$ cat src/rtl/alink_chan_fifo_status.sv
module alink_chan_fifo_status #(
  parameter int DW    = 20,
  parameter int DEPTH = 8
) (
  input  logic          clk,
  input  logic          rst_n,
  input  logic          tx_en,
  input  logic          frame_start,
  input  logic          tx_push,
  input  logic [DW-1:0] tx_wdata,
  input  logic          tx_pop,
  output logic [DW-1:0] tx_rdata,
  input  logic          rx_push,
  input  logic [DW-1:0] rx_wdata,
  input  logic          rx_pop,
  output logic [DW-1:0] rx_rdata,
  input  logic          stat_wr,
  output logic [15:0]   stat_word
);
  localparam int AW   = (DEPTH > 1) ? $clog2(DEPTH) : 1;
  localparam int CW   = $clog2(DEPTH + 1);
  localparam int HALF = DEPTH / 2;
  localparam logic [CW-1:0] FULL_C = CW'(DEPTH);
  localparam logic [CW-1:0] HALF_C = CW'(HALF);
  localparam logic [AW-1:0] LAST_P = AW'(DEPTH - 1);

  logic [DW-1:0] tx_mem [DEPTH];
  logic [DW-1:0] rx_mem [DEPTH];
  logic [AW-1:0] tx_wp, tx_rp, rx_wp, rx_rp;
  logic [CW-1:0] tx_cnt, rx_cnt;
  logic          busy_q, sent_q, ovr_q;

  wire tx_full  = (tx_cnt == FULL_C);
  wire tx_empty = (tx_cnt == '0);
  wire rx_full  = (rx_cnt == FULL_C);
  wire rx_empty = (rx_cnt == '0);

  wire tx_wr = tx_push && !tx_full;
  wire tx_rd = tx_pop  && !tx_empty;
  wire rx_wr = rx_push && !rx_full;
  wire rx_rd = rx_pop  && !rx_empty;

  wire rx_int   = (rx_cnt >= HALF_C);
  wire tx_int   = tx_en && (tx_cnt <= HALF_C);
  wire tx_cmpl  = tx_empty && !sent_q;
  wire busy_set = (tx_en && !tx_empty) || tx_rd;

  assign tx_rdata = tx_mem[tx_rp];
  assign rx_rdata = rx_mem[rx_rp];

  assign stat_word = {7'd0, ovr_q, rx_empty, tx_empty, rx_full, tx_full,
                      busy_q, tx_int, rx_int, tx_cmpl};

  always_ff @(posedge clk) begin
    if (tx_wr) tx_mem[tx_wp] <= tx_wdata;
    if (rx_wr) rx_mem[rx_wp] <= rx_wdata;
  end

  always_ff @(posedge clk or negedge rst_n) begin
    if (!rst_n) begin
      tx_wp <= '0; tx_rp <= '0; tx_cnt <= '0;
      rx_wp <= '0; rx_rp <= '0; rx_cnt <= '0;
    end else begin
      if (tx_wr) tx_wp <= (tx_wp == LAST_P) ? '0 : tx_wp + 1'b1;
      if (tx_rd) tx_rp <= (tx_rp == LAST_P) ? '0 : tx_rp + 1'b1;
      if (rx_wr) rx_wp <= (rx_wp == LAST_P) ? '0 : rx_wp + 1'b1;
      if (rx_rd) rx_rp <= (rx_rp == LAST_P) ? '0 : rx_rp + 1'b1;
      tx_cnt <= tx_cnt + CW'(tx_wr) - CW'(tx_rd);
      rx_cnt <= rx_cnt + CW'(rx_wr) - CW'(rx_rd);
    end
  end

  always_ff @(posedge clk or negedge rst_n) begin
    if (!rst_n) begin
      busy_q <= 1'b0;
      sent_q <= 1'b0;
      ovr_q  <= 1'b0;
    end else begin
      if (busy_set)                      busy_q <= 1'b1;
      else if (frame_start && tx_empty)  busy_q <= 1'b0;

      if (tx_rd)            sent_q <= 1'b1;
      else if (frame_start) sent_q <= 1'b0;

      if (rx_push && rx_full) ovr_q <= 1'b1;
      else if (stat_wr)       ovr_q <= 1'b0;
    end
  end

  AST_FLAG_EXCL: assert property (@(posedge clk) disable iff (!rst_n)
    !(stat_word[4] && stat_word[6]) && !(stat_word[5] && stat_word[7]));
  AST_RX_OVERFLOW: assert property (@(posedge clk) disable iff (!rst_n)
    (rx_push && rx_full && !rx_pop) |=> (ovr_q && rx_full));
  AST_OVR_CLEAR: assert property (@(posedge clk) disable iff (!rst_n)
    (stat_wr && !rx_push) |=> !ovr_q);
  AST_BUSY_HOLD: assert property (@(posedge clk) disable iff (!rst_n)
    (busy_q && !tx_empty) |=> busy_q);
  AST_CMPL_EMPTY: assert property (@(posedge clk) disable iff (!rst_n)
    tx_cmpl |-> (tx_empty && !busy_q));
  AST_NO_OVERFLOW: assert property (@(posedge clk) disable iff (!rst_n)
    (tx_cnt <= FULL_C) && (rx_cnt <= FULL_C));
endmodule

$ cat config.mk
export PLATFORM = sky130hd
export DESIGN_NAME = alink_chan_fifo_status
export DESIGN_NICKNAME = d
export VERILOG_FILES = /design/src/rtl/alink_chan_fifo_status.sv
export SDC_FILE = /design/constraint.sdc
export NUM_CORES = 1
export LEC_CHECK = 0
export BUFFER_PORTS_ARGS = -buffer_cell sky130_fd_sc_hd__buf_2
export CAP_MARGIN = 40
export CORE_ASPECT_RATIO = 0.9
export CORE_MARGIN = 10
export CORE_UTILIZATION = 60
export DETAILED_ROUTE_END_ITERATION = 8
export HOLD_SLACK_MARGIN = 0.08
export PLACE_DENSITY = 0.89
export SYNTH_ARGS = -nofsm -noshare
export SYNTH_HDL_FRONTEND = slang
export SYNTH_SLANG_ARGS = --single-unit
$ cat constraint.sdc
create_clock -name clk -period 4.26 [get_ports clk]
set_input_delay 1.278 -clock clk [delete_from_list [all_inputs] [get_ports clk]]
set_output_delay 1.278 -clock clk [all_outputs]
set_load 0.02 [all_outputs]
# Yosys cells after proc, flatten, opt, wreduce, memory -nomap -nowiden
# Memories as Yosys holds them, arrays and structs flattened.
# Index checks and enable logic that the tools add are counted.
[classes]
add_sub_neg = 8
n_mul = 0
n_div = 0
n_lt_le_gt_ge = 2
eq_ne = 6
shifts = 0
n_mux = 14
bitwise = 0
n_reduce_logical = 20
[op_table]
columns = ["operator", "count"]
rows = [
  ["3-bit by 1-bit adder with 3-bit output, second input constant", 4],
  ["3-bit equality test, second input constant", 4],
  ["3-bit 2-to-1 mux", 4],
  ["1-bit 2-to-1 mux", 10],
  ["1-bit logical AND", 9],
  ["4-bit by 1-bit adder with 4-bit output", 2],
  ["4-bit equality test, second input constant", 2],
  ["4-bit logical NOT", 2],
  ["4-bit by 1-bit subtractor with 4-bit output", 2],
  ["2-bit nonzero test", 3],
  ["1-bit logical NOT", 5],
  ["4-bit by 3-bit >= comparator with 1-bit output, second input constant", 1],
  ["4-bit by 3-bit less-or-equal comparator with 1-bit output, second input constant", 1],
  ["1-bit logical OR", 1],
]
[word_totals]
ff_bits = 23
latch_bits = 0
mem_bits_rw = 320
mem_bits_ro = 0
in_bits = 49
output_inout_bits = 56
elab_cells = 61
memories = 2
[mem_list]
columns = ["name", "words", "width", "rd", "rd_ports_with_merged_regs", "write_ports", "line", "text"]
rows = [
  ["rx_mem", 8, 20, 1, 0, 1, "28", "logic [DW-1:0] rx_mem [DEPTH];"],
  ["tx_mem", 8, 20, 1, 0, 1, "27", "logic [DW-1:0] tx_mem [DEPTH];"],
]

# Longest topological paths before layout
[logic_depth]
word_depth = 5
ltp_mapped = 11

# Worst setup path after synthesis
# Ideal clock, no wire load.
[synth_timing]
path_type = "input-to-reg"
start = "input port tx_push"
end = "memory tx_mem[0][0] (enable)"
setup_ns = 0.448
t_arrival_ns = 3.326
required_ns = 3.812
setup_slack_ns = 0.486
path_stages = 2
cell_sequence = "nand2_2 -> nor4_1"
[synth_between]
elab_chain_len = 3
[synth_lines]
columns = ["item", "line", "text"]
rows = [
  ["from (decl)", "9", "input logic tx_push,"],
  ["1-bit logical AND", "38", "wire tx_wr = tx_push && !tx_full;"],
  ["1-bit 2-to-1 mux", "55", "if (tx_wr) tx_mem[tx_wp] <= tx_wdata;"],
  ["1-bit 2-to-1 mux (implied by the code)", "55", ""],
  ["to (decl)", "27", ""],
]
# Every way passes these cells.

# Worst setup path after layout
[layout_timing]
start = "register rx_rp[0]"
end = "output port rx_rdata[9]"
[layout_between]
elab_chain_len = 1
[layout_lines]
columns = ["item", "line", "text"]
rows = [
  ["from (decl)", "29", "logic [AW-1:0] tx_wp, tx_rp, rx_wp, rx_rp;"],
  ["from (signal assigned)", "67", "if (rx_rd) rx_rp <= (rx_rp == LAST_P) ? '0 : rx_rp + 1'b1;"],
  ["memory 8 x 20 bit", "-", ""],
  ["to (decl)", "16", "output logic [DW-1:0] rx_rdata,"],
]
# Every way passes these cells.

==> impl_metrics.toml <==
[floorplanning]
start_util_pct = 61.14
ioPinCount = 105
fp.dieW_um = 179.9
die_area_sq_um = 29480
rows = 52
coreArea_sq_um = 22580
die_h_um = 163.9

[place]
place_ws_ns = 0.9139
post-dp-hpwl_mm = 16.26
dpl-instance-area_sq_um = 14670
dp.cells = 999
numPortBuffers = 97
place.gp.congestion = 0.7607

[cts]
numCtsBuffers = 34
cts_resized = 0
cts_sinks = 343
ctsRootBufferMaster = "clkbuf_16"
cts_setup_buffers = 0
clkLatencyLatePin_ns = 0.51
cts_hold_repair.buffers = 0
cts_buffer_depth = 3
cts_tree = "built"
htree_levels = 2
path_clk_slew_ns = 0.06

[cells_and_area]
final_common_cell = "edfxtp_1"
syn_to_final_growth_pct = 14.07
final_area_sq_um = 15750
nets = 810
drive_gt1_share_pct = 33.90
final_cells = 1062
final_cell_mix = "edfxtp_1 (320), buf_2 (97), mux4_1 (66)"

[sta]
fin_skew_ns = 0.03011
hold_viol_final = 0
rsz0062_at_grt = "false"
tns_ns = 0
setup_ws_ns = 0.3937
max_slew_margin_pct = 55.12
post-route-period-util_pct = 90.76
max_freq_mhz = 258.6
tightest_slew_ns = 0.6724
setup_viol = 0
timing.final.crit_period_ns = 3.866
drv_slew = 0

[critical_path]
crit_path_end_kind = "primary output"
reg2reg_to = "tx_cnt[2]$_DFF_PN0_"
critPathKind = "reg -> out"
start_kind = "flip-flop"
critPathArrivalTime_ns = 2.59
crit_required_ns = 2.98
endpoint = "rx_rdata[9]"
crit_start = "rx_rp[0]$_DFFE_PN0P_"
r2r.worst_path.cells = 10
reg2reg_from = "tx_cnt[2]$_DFF_PN0_"
r2r_setup_slack_ns = 1.63
crit_fanout = 26

[synth]
synth-seq-area-share_pct = 73.78
synth_area_leaders = "edfxtp_1 (70%), mux4_1 (13%), mux2_2 (4.2%)"
ys_warn_count = 0
async_flop_share_pct = 6.706
syn_inst = 614
yosysTopAreaCell = "edfxtp_1"
synth.cell_area_sq_um = 13800
synth_top_area_share_pct = 69.61
synth-edff-count = 320
synthFlopType = "edfxtp_1"
ys_ff_latch = 343
syn_avg_cell_area_sq_um = 22.48
ys_types = 30

[global_route]
grt_pass1_wl_mm = 41.75
grt_pass1_vias = 7059
grt.overflow.total = 0
grt_max_degree = 43
track_usage_pct = 18.49
antenna_found_initial = 3

[outcome]
status = "finished clean"

[detailed_routing]
first_pass_iters = 4
drc = 0
drt-wirelength-per-cell_um = 25.69
via_count = 6488
ant_nets = 0
drtIter0Drc = 502
drt_wl_total_mm = 27.28
routed_via_density = 6.109

[min_path]
hold_path_class = "reg -> reg"
hold_start = "rx_cnt[0]$_DFF_PN0_"
hold_path_depth = 1

[power_and_ir_drop]
ir_drop_v = 0.0004365
p_leak_nw = 5.643
power.total_mw = 10.94
powerDensity_nw_per_um2 = 694.5

[run]
cap_violations = 0
cells by family (layout without fill, tap and decap cells):
| logic type | Yosys count | count (layout) | share of synthesized area (%) |
|---|---|---|---|
| flip-flops | 343 | 343 | 73.78 |
| multiplexers | 132 | 132 | 19.09 |
| buffers and inverters | 60 | 204 | 2.665 |
| AND/OR/NAND/NOR | 42 | 42 | 1.595 |
| adder cells (fa/ha/maj) | 23 | 23 | 2.193 |
| AO/OA/AOI/OAI | 9 | 9 | 0.3987 |
| XOR/XNOR | 4 | 4 | 0.2538 |
| other | 1 | 8 | 0.02717 |
final cells by class:
class                      count  area, sq um
tap                          297        371.6
fill                        1285         6830
clock inverter                15        118.9
sequential                   343        10190
multi-input combinational    217         3342
clock buffer                  47        950.9
timing repair buffer         122        698.2
antenna                        1        2.502
inverter                      20        75.07
cells in the mapped netlist (4+ instances only):
master / count
mux2_2: 52
ha_1: 21
nand2b_1: 6
nor2_1: 11
nand2_1: 4
buf_4: 16
nor3_1: 9
clkbuf_1: 6
mux4_1: 66
buf_6: 10
buf_2: 6
dfrtp_1: 23
mux4_2: 14
inv_1: 20
edfxtp_1: 320
stage by stage:
stage               util (%)  hold WS, ns
floorplan                  -       0.4934
global placement       65.00       0.5068
detailed placement     65.00       0.5475
CTS                    69.74       0.5600
global route           69.75       0.5698
finish                 69.75       0.5581
worst min path at each step:
stage,endpoint
detailed placement,rx_cnt[0]$_DFF_PN0_
finish,rx_cnt[0]$_DFF_PN0_
CTS,rx_cnt[0]$_DFF_PN0_
floorplan,rx_cnt[0]$_DFF_PN0_
global route,rx_cnt[0]$_DFF_PN0_
global placement,rx_cnt[0]$_DFF_PN0_
registers in the layout, summed over array words and instances (netlist names):
name and count:
rx_wp 3, rx_rp 3, tx_rp 3, rx_mem 160, sent_q 1, ovr_q 1
tx_wp 3, busy_q 1, rx_cnt 4, tx_mem 160, tx_cnt 4
worst max-delay path: stages, from the launching register on:
cell     delay (ns)
dfrtp_2        0.70
buf_12         0.28
mux4_1         0.62
mux2_2         0.31
buf_2          0.17
where the power goes:
part / switching (mW) / leakage, nW / internal (mW) / total (mW)
registers: 0.316 / 3.17 / 4.28 / 4.60
logic: 1.92 / 1.95 / 1.60 / 3.53
clock network: 1.18 / 0.523 / 1.63 / 2.81
total: 3.42 / 5.64 / 7.52 / 10.9
routing by layer:
metal	global-route usage, %	share of wire, %	vias to the layer above
li1	-	-	2801
met1	22.85	39	3360
met2	32.10	52	270
met3	4.158	6.8	53
met4	6.008	2.4	4
met5	0	0.099	-
No activity file was read; power rests on OpenSTA's default activity.
